[src/rtl/fwl_pkg.sv]
package fwl_pkg;
  localparam int BYTE_W    = 8;
  localparam int ADDR_W    = 2 * BYTE_W;
  localparam int HDR_BYTES = 4;
  localparam int IDX_W     = $clog2(HDR_BYTES);

  typedef enum logic [1:0] {
    SEL_ADDR_HI = 2'd0,
    SEL_ADDR_LO = 2'd1,
    SEL_DATA    = 2'd2
  } ramSel_e;

  typedef enum logic [2:0] {
    ST_IDLE,
    ST_WAIT_SET,
    ST_HDR,
    ST_ADDR_HI,
    ST_ADDR_LO,
    ST_PAYLOAD,
    ST_WAIT_CLR
  } ldState_e;

  // strobes from control to datapath
  typedef struct packed {
    logic             hdrLoad;
    logic [IDX_W-1:0] hdrIdx;
    logic             wrAddrHi;
    logic             wrAddrLo;
    logic             wrData;
    logic             timerClr;
  } ctrlStrobe_t;

  // conditions reported back by the datapath
  typedef struct packed {
    logic lenZeroNext;
    logic remainOne;
    logic timerDone;
  } dpStatus_t;
endpackage

[src/rtl/fwl_datapath.sv]
module fwl_datapath
  import fwl_pkg::*;
#(
  parameter int TIMEOUT_CYCLES = 150_000_000
) (
  input  logic              clk,
  input  logic              rstN,
  input  ctrlStrobe_t       strobe,
  input  logic [BYTE_W-1:0] inData,
  output dpStatus_t         status,
  output logic              ramWe,
  output logic [1:0]        ramSel,
  output logic [BYTE_W-1:0] ramByte,
  output logic [ADDR_W-1:0] ramAddr
);
  localparam int TIMER_W = $clog2(TIMEOUT_CYCLES + 1);
  localparam logic [TIMER_W-1:0] TIMER_LAST = TIMER_W'(TIMEOUT_CYCLES - 1);
  localparam logic [IDX_W-1:0] LAST_IDX = IDX_W'(HDR_BYTES - 1);

  logic [(HDR_BYTES-1)*BYTE_W-1:0] hdrVec;
  logic [ADDR_W-1:0]  ptr;
  logic [ADDR_W-1:0]  remain;
  logic [TIMER_W-1:0] timer;

  // first header bytes held until the final one arrives
  for (genvar gi = 0; gi < HDR_BYTES - 1; gi++) begin : g_hdr
    logic [BYTE_W-1:0] hb;
    always_ff @(posedge clk) begin
      if (!rstN) hb <= '0;
      else if (strobe.hdrLoad && strobe.hdrIdx == IDX_W'(gi)) hb <= inData;
    end
    assign hdrVec[gi*BYTE_W +: BYTE_W] = hb;
  end

  logic [BYTE_W-1:0] addrLoB, addrHiB, lenLoB;
  assign addrLoB = hdrVec[0*BYTE_W +: BYTE_W];
  assign addrHiB = hdrVec[1*BYTE_W +: BYTE_W];
  assign lenLoB  = hdrVec[2*BYTE_W +: BYTE_W];

  // address pointer with auto-increment and remaining byte count
  always_ff @(posedge clk) begin
    if (!rstN) begin
      ptr    <= '0;
      remain <= '0;
    end else if (strobe.hdrLoad && strobe.hdrIdx == LAST_IDX) begin
      ptr    <= {addrHiB, addrLoB};
      remain <= {inData, lenLoB};
    end else if (strobe.wrData) begin
      ptr    <= ptr + 1'b1;
      remain <= remain - 1'b1;
    end
  end

  // registered RAM port
  always_ff @(posedge clk) begin
    if (!rstN) begin
      ramWe   <= 1'b0;
      ramSel  <= '0;
      ramByte <= '0;
      ramAddr <= '0;
    end else begin
      ramWe <= strobe.wrAddrHi | strobe.wrAddrLo | strobe.wrData;
      if (strobe.wrAddrHi) begin
        ramSel  <= SEL_ADDR_HI;
        ramByte <= ptr[ADDR_W-1 -: BYTE_W];
        ramAddr <= ptr;
      end else if (strobe.wrAddrLo) begin
        ramSel  <= SEL_ADDR_LO;
        ramByte <= ptr[BYTE_W-1:0];
        ramAddr <= ptr;
      end else if (strobe.wrData) begin
        ramSel  <= SEL_DATA;
        ramByte <= inData;
        ramAddr <= ptr;
      end
    end
  end

  // shared wait timer
  always_ff @(posedge clk) begin
    if (!rstN)                timer <= '0;
    else if (strobe.timerClr) timer <= '0;
    else                      timer <= timer + 1'b1;
  end

  assign status.lenZeroNext = (inData == '0) && (lenLoB == '0);
  assign status.remainOne   = (remain == ADDR_W'(1));
  assign status.timerDone   = (timer == TIMER_LAST);
endmodule

[src/rtl/fwl_ctrl.sv]
module fwl_ctrl
  import fwl_pkg::*;
(
  input  logic        clk,
  input  logic        rstN,
  input  logic        startLoad,
  input  logic        procRunning,
  input  logic        procInReset,
  input  logic        inValid,
  input  logic        inLast,
  input  dpStatus_t   status,
  output ctrlStrobe_t strobe,
  output logic        inReady,
  output logic        procResetReq,
  output logic        busy,
  output logic        loadDone,
  output logic        loadSkipped,
  output logic        errTruncated,
  output logic        errTimeout
);
  localparam logic [IDX_W-1:0] LAST_IDX = IDX_W'(HDR_BYTES - 1);

  ldState_e         st, stNext;
  logic [IDX_W-1:0] hdrCnt, cntNext;
  logic             reqNext, doneNext, skipNext, truncNext, toutNext;

  always_comb begin
    stNext    = st;
    cntNext   = hdrCnt;
    reqNext   = procResetReq;
    doneNext  = loadDone;
    skipNext  = loadSkipped;
    truncNext = errTruncated;
    toutNext  = errTimeout;
    strobe        = '0;
    strobe.hdrIdx = hdrCnt;
    inReady       = 1'b0;
    case (st)
      ST_IDLE: begin
        if (startLoad) begin
          doneNext  = 1'b0;
          skipNext  = 1'b0;
          truncNext = 1'b0;
          toutNext  = 1'b0;
          strobe.timerClr = 1'b1;
          if (procRunning) begin          // skip
            reqNext  = 1'b0;
            doneNext = 1'b1;
            skipNext = 1'b1;
          end else begin                  // enter reset
            reqNext = 1'b1;
            stNext  = ST_WAIT_SET;
          end
        end
      end
      ST_WAIT_SET: begin
        if (procInReset) begin
          stNext  = ST_HDR;
          cntNext = '0;
        end else if (status.timerDone) begin
          toutNext = 1'b1;
          stNext   = ST_IDLE;
        end
      end
      ST_HDR: begin
        inReady = 1'b1;
        if (inValid) begin
          strobe.hdrLoad = 1'b1;
          if (hdrCnt == LAST_IDX) begin
            cntNext = '0;
            if (status.lenZeroNext) begin
              if (inLast) begin
                reqNext = 1'b0;
                strobe.timerClr = 1'b1;
                stNext = ST_WAIT_CLR;
              end
            end else if (inLast) begin
              truncNext = 1'b1;
              stNext    = ST_IDLE;
            end else begin
              stNext = ST_ADDR_HI;
            end
          end else if (inLast) begin
            truncNext = 1'b1;
            stNext    = ST_IDLE;
          end else begin
            cntNext = hdrCnt + 1'b1;
          end
        end
      end
      ST_ADDR_HI: begin
        strobe.wrAddrHi = 1'b1;
        stNext = ST_ADDR_LO;
      end
      ST_ADDR_LO: begin
        strobe.wrAddrLo = 1'b1;
        stNext = ST_PAYLOAD;
      end
      ST_PAYLOAD: begin
        inReady = 1'b1;
        if (inValid) begin
          strobe.wrData = 1'b1;
          if (status.remainOne) begin
            if (inLast) begin              // release
              reqNext = 1'b0;
              strobe.timerClr = 1'b1;
              stNext = ST_WAIT_CLR;
            end else begin                 // next header
              stNext = ST_HDR;
            end
          end else if (inLast) begin
            truncNext = 1'b1;
            stNext    = ST_IDLE;
          end
        end
      end
      ST_WAIT_CLR: begin
        if (!procInReset) begin
          doneNext = 1'b1;
          stNext   = ST_IDLE;
        end else if (status.timerDone) begin
          toutNext = 1'b1;
          stNext   = ST_IDLE;
        end
      end
      default: stNext = ST_IDLE;
    endcase
  end

  always_ff @(posedge clk) begin
    if (!rstN) begin
      st           <= ST_IDLE;
      hdrCnt       <= '0;
      procResetReq <= 1'b0;
      loadDone     <= 1'b0;
      loadSkipped  <= 1'b0;
      errTruncated <= 1'b0;
      errTimeout   <= 1'b0;
    end else begin
      st           <= stNext;
      hdrCnt       <= cntNext;
      procResetReq <= reqNext;
      loadDone     <= doneNext;
      loadSkipped  <= skipNext;
      errTruncated <= truncNext;
      errTimeout   <= toutNext;
    end
  end

  assign busy = (st != ST_IDLE);
endmodule

[src/rtl/fw_stream_loader.sv]
module fw_stream_loader
  import fwl_pkg::*;
#(
  parameter int TIMEOUT_CYCLES = 150_000_000
) (
  input  logic              clk,
  input  logic              rstN,
  input  logic              startLoad,
  input  logic              procRunning,
  input  logic              procInReset,
  input  logic              inValid,
  input  logic [BYTE_W-1:0] inData,
  input  logic              inLast,
  output logic              inReady,
  output logic              ramWe,
  output logic [1:0]        ramSel,
  output logic [BYTE_W-1:0] ramByte,
  output logic [ADDR_W-1:0] ramAddr,
  output logic              procResetReq,
  output logic              busy,
  output logic              loadDone,
  output logic              loadSkipped,
  output logic              errTruncated,
  output logic              errTimeout
);
  ctrlStrobe_t strobe;
  dpStatus_t   status;

  fwl_ctrl u_ctrl (
    .clk(clk), .rstN(rstN), .startLoad(startLoad), .procRunning(procRunning),
    .procInReset(procInReset), .inValid(inValid), .inLast(inLast),
    .status(status), .strobe(strobe), .inReady(inReady),
    .procResetReq(procResetReq), .busy(busy), .loadDone(loadDone),
    .loadSkipped(loadSkipped), .errTruncated(errTruncated), .errTimeout(errTimeout)
  );

  fwl_datapath #(.TIMEOUT_CYCLES(TIMEOUT_CYCLES)) u_dp (
    .clk(clk), .rstN(rstN), .strobe(strobe), .inData(inData), .status(status),
    .ramWe(ramWe), .ramSel(ramSel), .ramByte(ramByte), .ramAddr(ramAddr)
  );
endmodule

[config.mk]
export PLATFORM = sky130hd
export DESIGN_NAME = fw_stream_loader
export DESIGN_NICKNAME = d
export VERILOG_FILES = /design/src/rtl/fwl_pkg.sv /design/src/rtl/fwl_datapath.sv /design/src/rtl/fwl_ctrl.sv /design/src/rtl/fw_stream_loader.sv
export SDC_FILE = /design/constraint.sdc
export NUM_CORES = 1
export LEC_CHECK = 0
export ABC_CLOCK_PERIOD_IN_PS = 5500
export BUFFER_PORTS_ARGS = -buffer_cell sky130_fd_sc_hd__buf_2
export CAP_MARGIN = 30
export CORE_MARGIN = 10
export CORE_UTILIZATION = 40
export CTS_CLUSTER_DIAMETER = 30
export DETAILED_ROUTE_END_ITERATION = 7
export HOLD_SLACK_MARGIN = 0.08
export PLACE_DENSITY = 0.53
export REMOVE_ABC_BUFFERS = 1
export SYNTH_ARGS = -nofsm -noshare
export SYNTH_HDL_FRONTEND = slang
export SYNTH_SLANG_ARGS = --single-unit
[constraint.sdc]
create_clock -name clk -period 5.5 [get_ports clk]
set_clock_uncertainty 0.1 [all_clocks]
set_input_delay 0.55 -clock clk [delete_from_list [all_inputs] [get_ports clk]]
set_output_delay 0.55 -clock clk [all_outputs]
set_load 0.1 [all_outputs]
# After elaboration in Yosys (flattened, before gate mapping)

Index checks and enable logic that the tools add are counted.

Bits in registers: 121
Input bits: 15
Output and inout port bits: 34
Logic and storage cells: 150

Reduce and logical (&&, ||, !) cells: 28
Equality and inequality tests: 26
$add $sub $neg: 4
Bitwise operators: 3
Multiplexer cells: 71

Operator list:

| cell                                                | number |
|---|---|
| 2-to-1 mux 16 bit                                   | 7 |
| 2-to-1 mux 3 bit                                    | 13 |
| 2-to-1 mux 1 bit                                    | 35 |
| adder 28 x 1 -> 28 bit (second input constant)      | 1 |
| == test 28 bit (second input constant)              | 1 |
| 2-to-1 mux 8 bit                                    | 3 |
| inequality test 2 bit (second input constant)       | 11 |
| case mux 3 bit (7 select lines)                     | 1 |
| adder 16 x 1 -> 16 bit (second input constant)      | 1 |
| == test 16 x 1 -> 1 bit (second input constant)     | 1 |
| zero test 8 bit                                     | 2 |
| subtractor 16 x 1 -> 16 bit (second input constant) | 1 |
| 2-to-1 mux 2 bit                                    | 6 |
| case mux 1 bit (3 select lines)                     | 4 |
| nonzero test 3 bit                                  | 4 |
| == test 3 bit (second input constant)               | 3 |
| AND reduction 4 bit                                 | 2 |
| nonzero test 2 bit                                  | 4 |
| AND reduction 7 bit                                 | 1 |
| == test 3 x 2 -> 1 bit (second input constant)      | 2 |
| AND reduction 6 bit                                 | 1 |
| OR reduction 2 bit                                  | 3 |
| logical AND 1 bit                                   | 5 |
| AND reduction 5 bit                                 | 1 |
| 17 further kinds                                    | 19 |

# Longest topological paths before layout

Depth in word-level cells: 7
Mapped depth: 9

# Cells and area by module

From an unflattened synthesis, not the netlist that was laid out.

Cell total of the unflattened synthesis: 691
Area total of the unflattened synthesis: 5806.8 um^2

Modules (own cells, without submodules):

| module       | instances | cells an instance | sequential area each (um^2) | area each (um^2) |
|---|---|---|---|---|
| fwl_datapath | 1         | 594               | 2222.1                      | 5014.8 |
| fwl_ctrl     | 1         | 97                | 200.2                       | 792.0 |

# Worst setup path after synthesis

Ideal clock, no wire load.

Kind: register to output
From: register u_ctrl.st[2]
To: output inReady
Cell stages (with the launch flop): 4
Path slack: 3.267 ns
Arrival: 1.583 ns
Cells stage by stage: dfxtp_1 -> buf_2 -> or3b_2 -> nand2_1

Longest elaborated chain between the ends: 3

Ends and longest elaborated chain:

| what                                                           | line                   | RTL |
|---|---|---|
| start: declaration                                             | fwl_ctrl.sv:23         | `ldState_e st, stNext;` |
| start signal: assignment                                       | fwl_ctrl.sv:140        | `st <= stNext;` |
| == test 3 x 2 -> 1 bit / == test 3 bit (equally long branches) | fwl_ctrl.sv:38         | `case (st)` |
| OR reduction 2 bit (no line) (*)                               | n/a                    |  |
| 2-to-1 mux 1 bit (*)                                           | fwl_ctrl.sv:38         |  |
| end: declaration                                               | fw_stream_loader.sv:14 | `output logic inReady,` |

Every way passes the cells marked *; elsewhere a longest branch is shown, timed or not.

# Final worst setup path

From: register u_ctrl.st[1]
To: register u_dp.remain[7]

Longest elaborated chain between the ends: 4

Ends and longest elaborated chain:

| what                                                           | line               | RTL |
|---|---|---|
| == test 3 x 2 -> 1 bit                                         | fwl_ctrl.sv:38     |  |
| 2-to-1 mux 1 bit                                               | fwl_ctrl.sv:38     |  |
| logical AND 1 bit                                              | fwl_datapath.sv:45 | `end else if (strobe.hdrLoad && strobe.hdrIdx == LAST_IDX) begin` |
| 2-to-1 mux 16 bit / nonzero test 2 bit (equally long branches) | n/a                |  |
| end signal: assignment                                         | fwl_datapath.sv:47 | `remain <= {inData, lenLoB};` |
| end signal: assignment                                         | fwl_datapath.sv:50 | `remain <= remain - 1'b1;` |
| end: declaration                                               | fwl_datapath.sv:22 | `logic [ADDR_W-1:0] remain;` |

Several ways; a longest one is shown, not always the timed one.
A chain may end at the register's enable or synchronous reset.

==> flow_summary_export.csv <==
group,metric,value,unit
status,status,"finished, final reports clean",
worst_setup_path,r2r_setup_slack,2.32,ns
sta,max_slew.worst_pin.slew,0.996,ns
worst_setup_path,arrival,3.36,ns
clocking,insertion_delay,0.41,ns
placed_design,dp_slack,2.38,ns
power,p_int,0.00159,W
yosys,async_reset_ff_share,0,%
sta,setup_ws,2.32,ns
grt,grt_pass1_vias,4942,
sta,final-hold-violation-count,0,
worst_hold_path,hold_class,"register to register",
detailed_routing,drc,0,
floorplanning,die_y,139,µm
final_layout,drive_above_1_share,12.0,%
final_layout,diodes,0,
power,pwr_density_cell,314,nW/µm²
sta,min_period,3.18,ns
sta,finalSetupViolCount,0,
detailed_routing,wire_per_inst,16.8,µm
worst_setup_path,reg2reg_from,"u_ctrl.st[1]",
clocking,tritoncts,"done",
power,irDropWorstVdd,0.202,mV
power,leakage,2.34,nW
worst_setup_path,crit_path_max_fanout,30,
grt,grt_pass1_wl,25600,µm
yosys,syn-instance-count,720,
detailed_routing,wl,15800,µm
sta,fin_crit_sh,57.9,%
yosys,synth_top_flop_cell,"dfxtp_1",
clocking,cts.sinks,121,
floorplanning,chipWidth,139,µm
worst_setup_path,end_kind,"register",
sta,fmax,0.314,GHz
clocking,clk_path_buf_depth,2,
floorplanning,dieArea,19400,µm²
worst_setup_path,start_kind,"register",
worst_setup_path,path_depth,6,
floorplanning,rows,43,
worst_setup_path,reg2reg_to,"u_dp.remain[7]",
sta,slew_headroom,33.5,%
detailed_routing,avgViaCountPerCell,5.56,
clocking,postCtsSetupRepairBufs,0,
worst_setup_path,critPathKind,"register to register",
worst_setup_path,critPathRequiredTime,5.67,ns
worst_setup_path,max_stage_delay,0.76,ns
job,cap_violations,0,
clocking,clkSlewWorstSetupHoldPaths,0.05,ns
detailed_routing,ant_nets,0,
final_layout,layout_commonest_cell,"dfxtp_1",
worst_setup_path,slowest_stage,"dfxtp_1",
yosys,yosys_warnings,0,
floorplanning,core,13900,µm²
placed_design,place.gp.congestion,0.835,
detailed_routing,first_iter_violations,410,
detailed_routing,wl_met3,619,µm
final_layout,syn_to_final_growth,16.0,%
placed_design,port_buffers,48,
power,combPwrFrac,5.5,%
detailed_routing,wl_met2,7230,µm
grt,grt_max_degree,47,
final_layout,layout.nets,772,
floorplanning,ios,49,
power,p_sw,0.000478,W
grt,antenna_found_initial,0,
detailed_routing,dr.pass1.iters,4,
detailed_routing,top_layer_used,"met4",
clocking,htreeDepth,4,
yosys,synth_area,5690,µm²
worst_setup_path,cp-endpoint,"u_dp.remain[7]",
final_layout,mostFrequentLayoutCells,"dfxtp_1 (121), nand2_1 (111), nor2_1 (86)",
sta,final_max_slew_viol_count,0,
floorplanning,start_util,40.8,%
yosys,synth_area_per_cell,7.90,µm²
placed_design,dp_hpwl,10900,µm
detailed_routing,routedLengthMet1,7580,µm
grt,track_usage,15.9,%
clocking,ctsHoldBuffers,0,
yosys,ys_seq_area_share,42.6,%
sta,finalSetupTns,0,ns
yosys,synth-seq-cells,121,
worst_setup_path,crit_path_start,"u_ctrl.st[1]",
power,clock_power_share,51.4,%
grt,grt_overflow,0,
yosys,synth_edf_count,0,
power,swShare,23.1,%
clocking,root_buffer,"clkbuf_16",
detailed_routing,dr_total_vias,5234,
worst_setup_path,worstRegToRegCells,6,
clocking,cts_made_buffers,17,
worst_setup_path,crit_path_cell_trace,"nor4bb_4 -> buf_4 -> and2_1 -> nor2_1 -> o21ai_0 -> a31oi_1",
worst_setup_path,worstPathBufferInverterCount,1,
sta,rsz0062_at_grt,"no",
yosys,synth_cell_type_count,57,
clocking,cts_resized,0,
worst_setup_path,crit_family,"simple AND/OR/NAND/NOR gates",
power,p_seq_share,43.1,%
-- power by group through the flow --
stage | sequential [W] | clock (W) | combinational [W]
2_1_floorplan | 0.000930 | 0 | 0.0000539
3_3_place_gp | 0.000911 | 0 | 0.000112
3_5_place_dp | 0.000911 | 0 | 0.000114
4_1_cts | 0.000893 | 0.00108 | 0.000114
5_1_grt | 0.000894 | 0.00112 | 0.000123
6_report | 0.000893 | 0.00106 | 0.000114
-- layout make-up --
class,instances,area (µm²)
inverter,15,56.3
multi-input combinational,541,3050
timing repair buffer,53,285
fill,1374,7330
sequential,121,2420
clock buffer,22,464
tap,180,225
clock inverter,9,98.8
-- worst min-delay path by stage --
stage                             start                  end  depth (start not counted)
after floorplan           u_dp.timer[0]        u_dp.timer[0]                          1
after global placement    u_dp.timer[0]        u_dp.timer[0]                          1
after detailed placement  u_dp.timer[0]        u_dp.timer[0]                          1
after CTS                 u_dp.timer[0]        u_dp.timer[0]                          1
after global routing               rstN  u_ctrl.procResetReq                          2
final                     u_dp.timer[0]        u_dp.timer[0]                          1
-- worst register-to-register path, delay by kind of cell, from the launching register on --
kind / cells / cell delay [ns]
DFF: 1 / 0.76
AOI/OAI and AO/OA: 2 / 0.44
and+or+nand+nor: 3 / 1.40
buffers and inverters: 1 / 0.34
-- metal layers --
layer,up-vias,global-route usage (%)
met1,2478,20.3
li1,2618,-
met4,0,7.58
met2,105,24.2
met3,33,4.22
met5,-,0
-- registers in the layout (all words and copies together) (netlist names), 8 cells and up --
register and count:
u_dp.addrLoB 8, u_dp.timer 28, u_dp.addrHiB 8, u_dp.remain 16
u_dp.ptr 16, u_dp.ramAddr 16, u_dp.g_hdr.hb 8, u_dp.ramByte 8
-- logic make-up (layout without fill, tap and decap cells) --
| group | count (synthesis) | in the layout | synth area share [%] |
|---|---|---|---|
| compound gates | 166 | 166 | 18.5 |
| xor+xnor | 37 | 37 | 5.70 |
| fa+ha+maj | 8 | 8 | 1.76 |
| buf+inv | 58 | 99 | 4.16 |
| flops | 121 | 121 | 42.6 |
| mux | 3 | 3 | 0.528 |
| simple gates | 327 | 327 | 26.8 |
-- synth_stat cells (all sizes together) (9+ instances only) --
cell type | count | area [µm²]
xor2 | 19 | 166
a211oi | 18 | 135
nand2 | 111 | 417
buf | 9 | 52.5
xnor2 | 18 | 158
nor3 | 14 | 81.3
o21ai | 22 | 110
a21oi | 72 | 360
nand4 | 9 | 56.3
clkbuf | 34 | 128
a31oi | 10 | 62.6
nor2 | 86 | 323
nand3 | 50 | 250
and3 | 11 | 68.8
inv | 14 | 52.6
dfxtp | 121 | 2420
nor4 | 13 | 81.3
-- through the flow --
step | utilization, % | cell area, µm² | hold WS, ns | total power (W) | instances
CTS | 47.4 | 6600 | 0.341 | 0.00209 | 941
finish | 47.4 | 6600 | 0.336 | 0.00207 | 941
global route | 47.4 | 6600 | 0.365 | 0.00213 | 941
detailed placement | 43.3 | 6040 | 0.333 | 0.00102 | 910
floorplan | - | 5510 | 0.313 | 0.000984 | 677
global placement | 43.2 | 6020 | 0.321 | 0.00102 | 909
(Power assumes the default switching activity.)
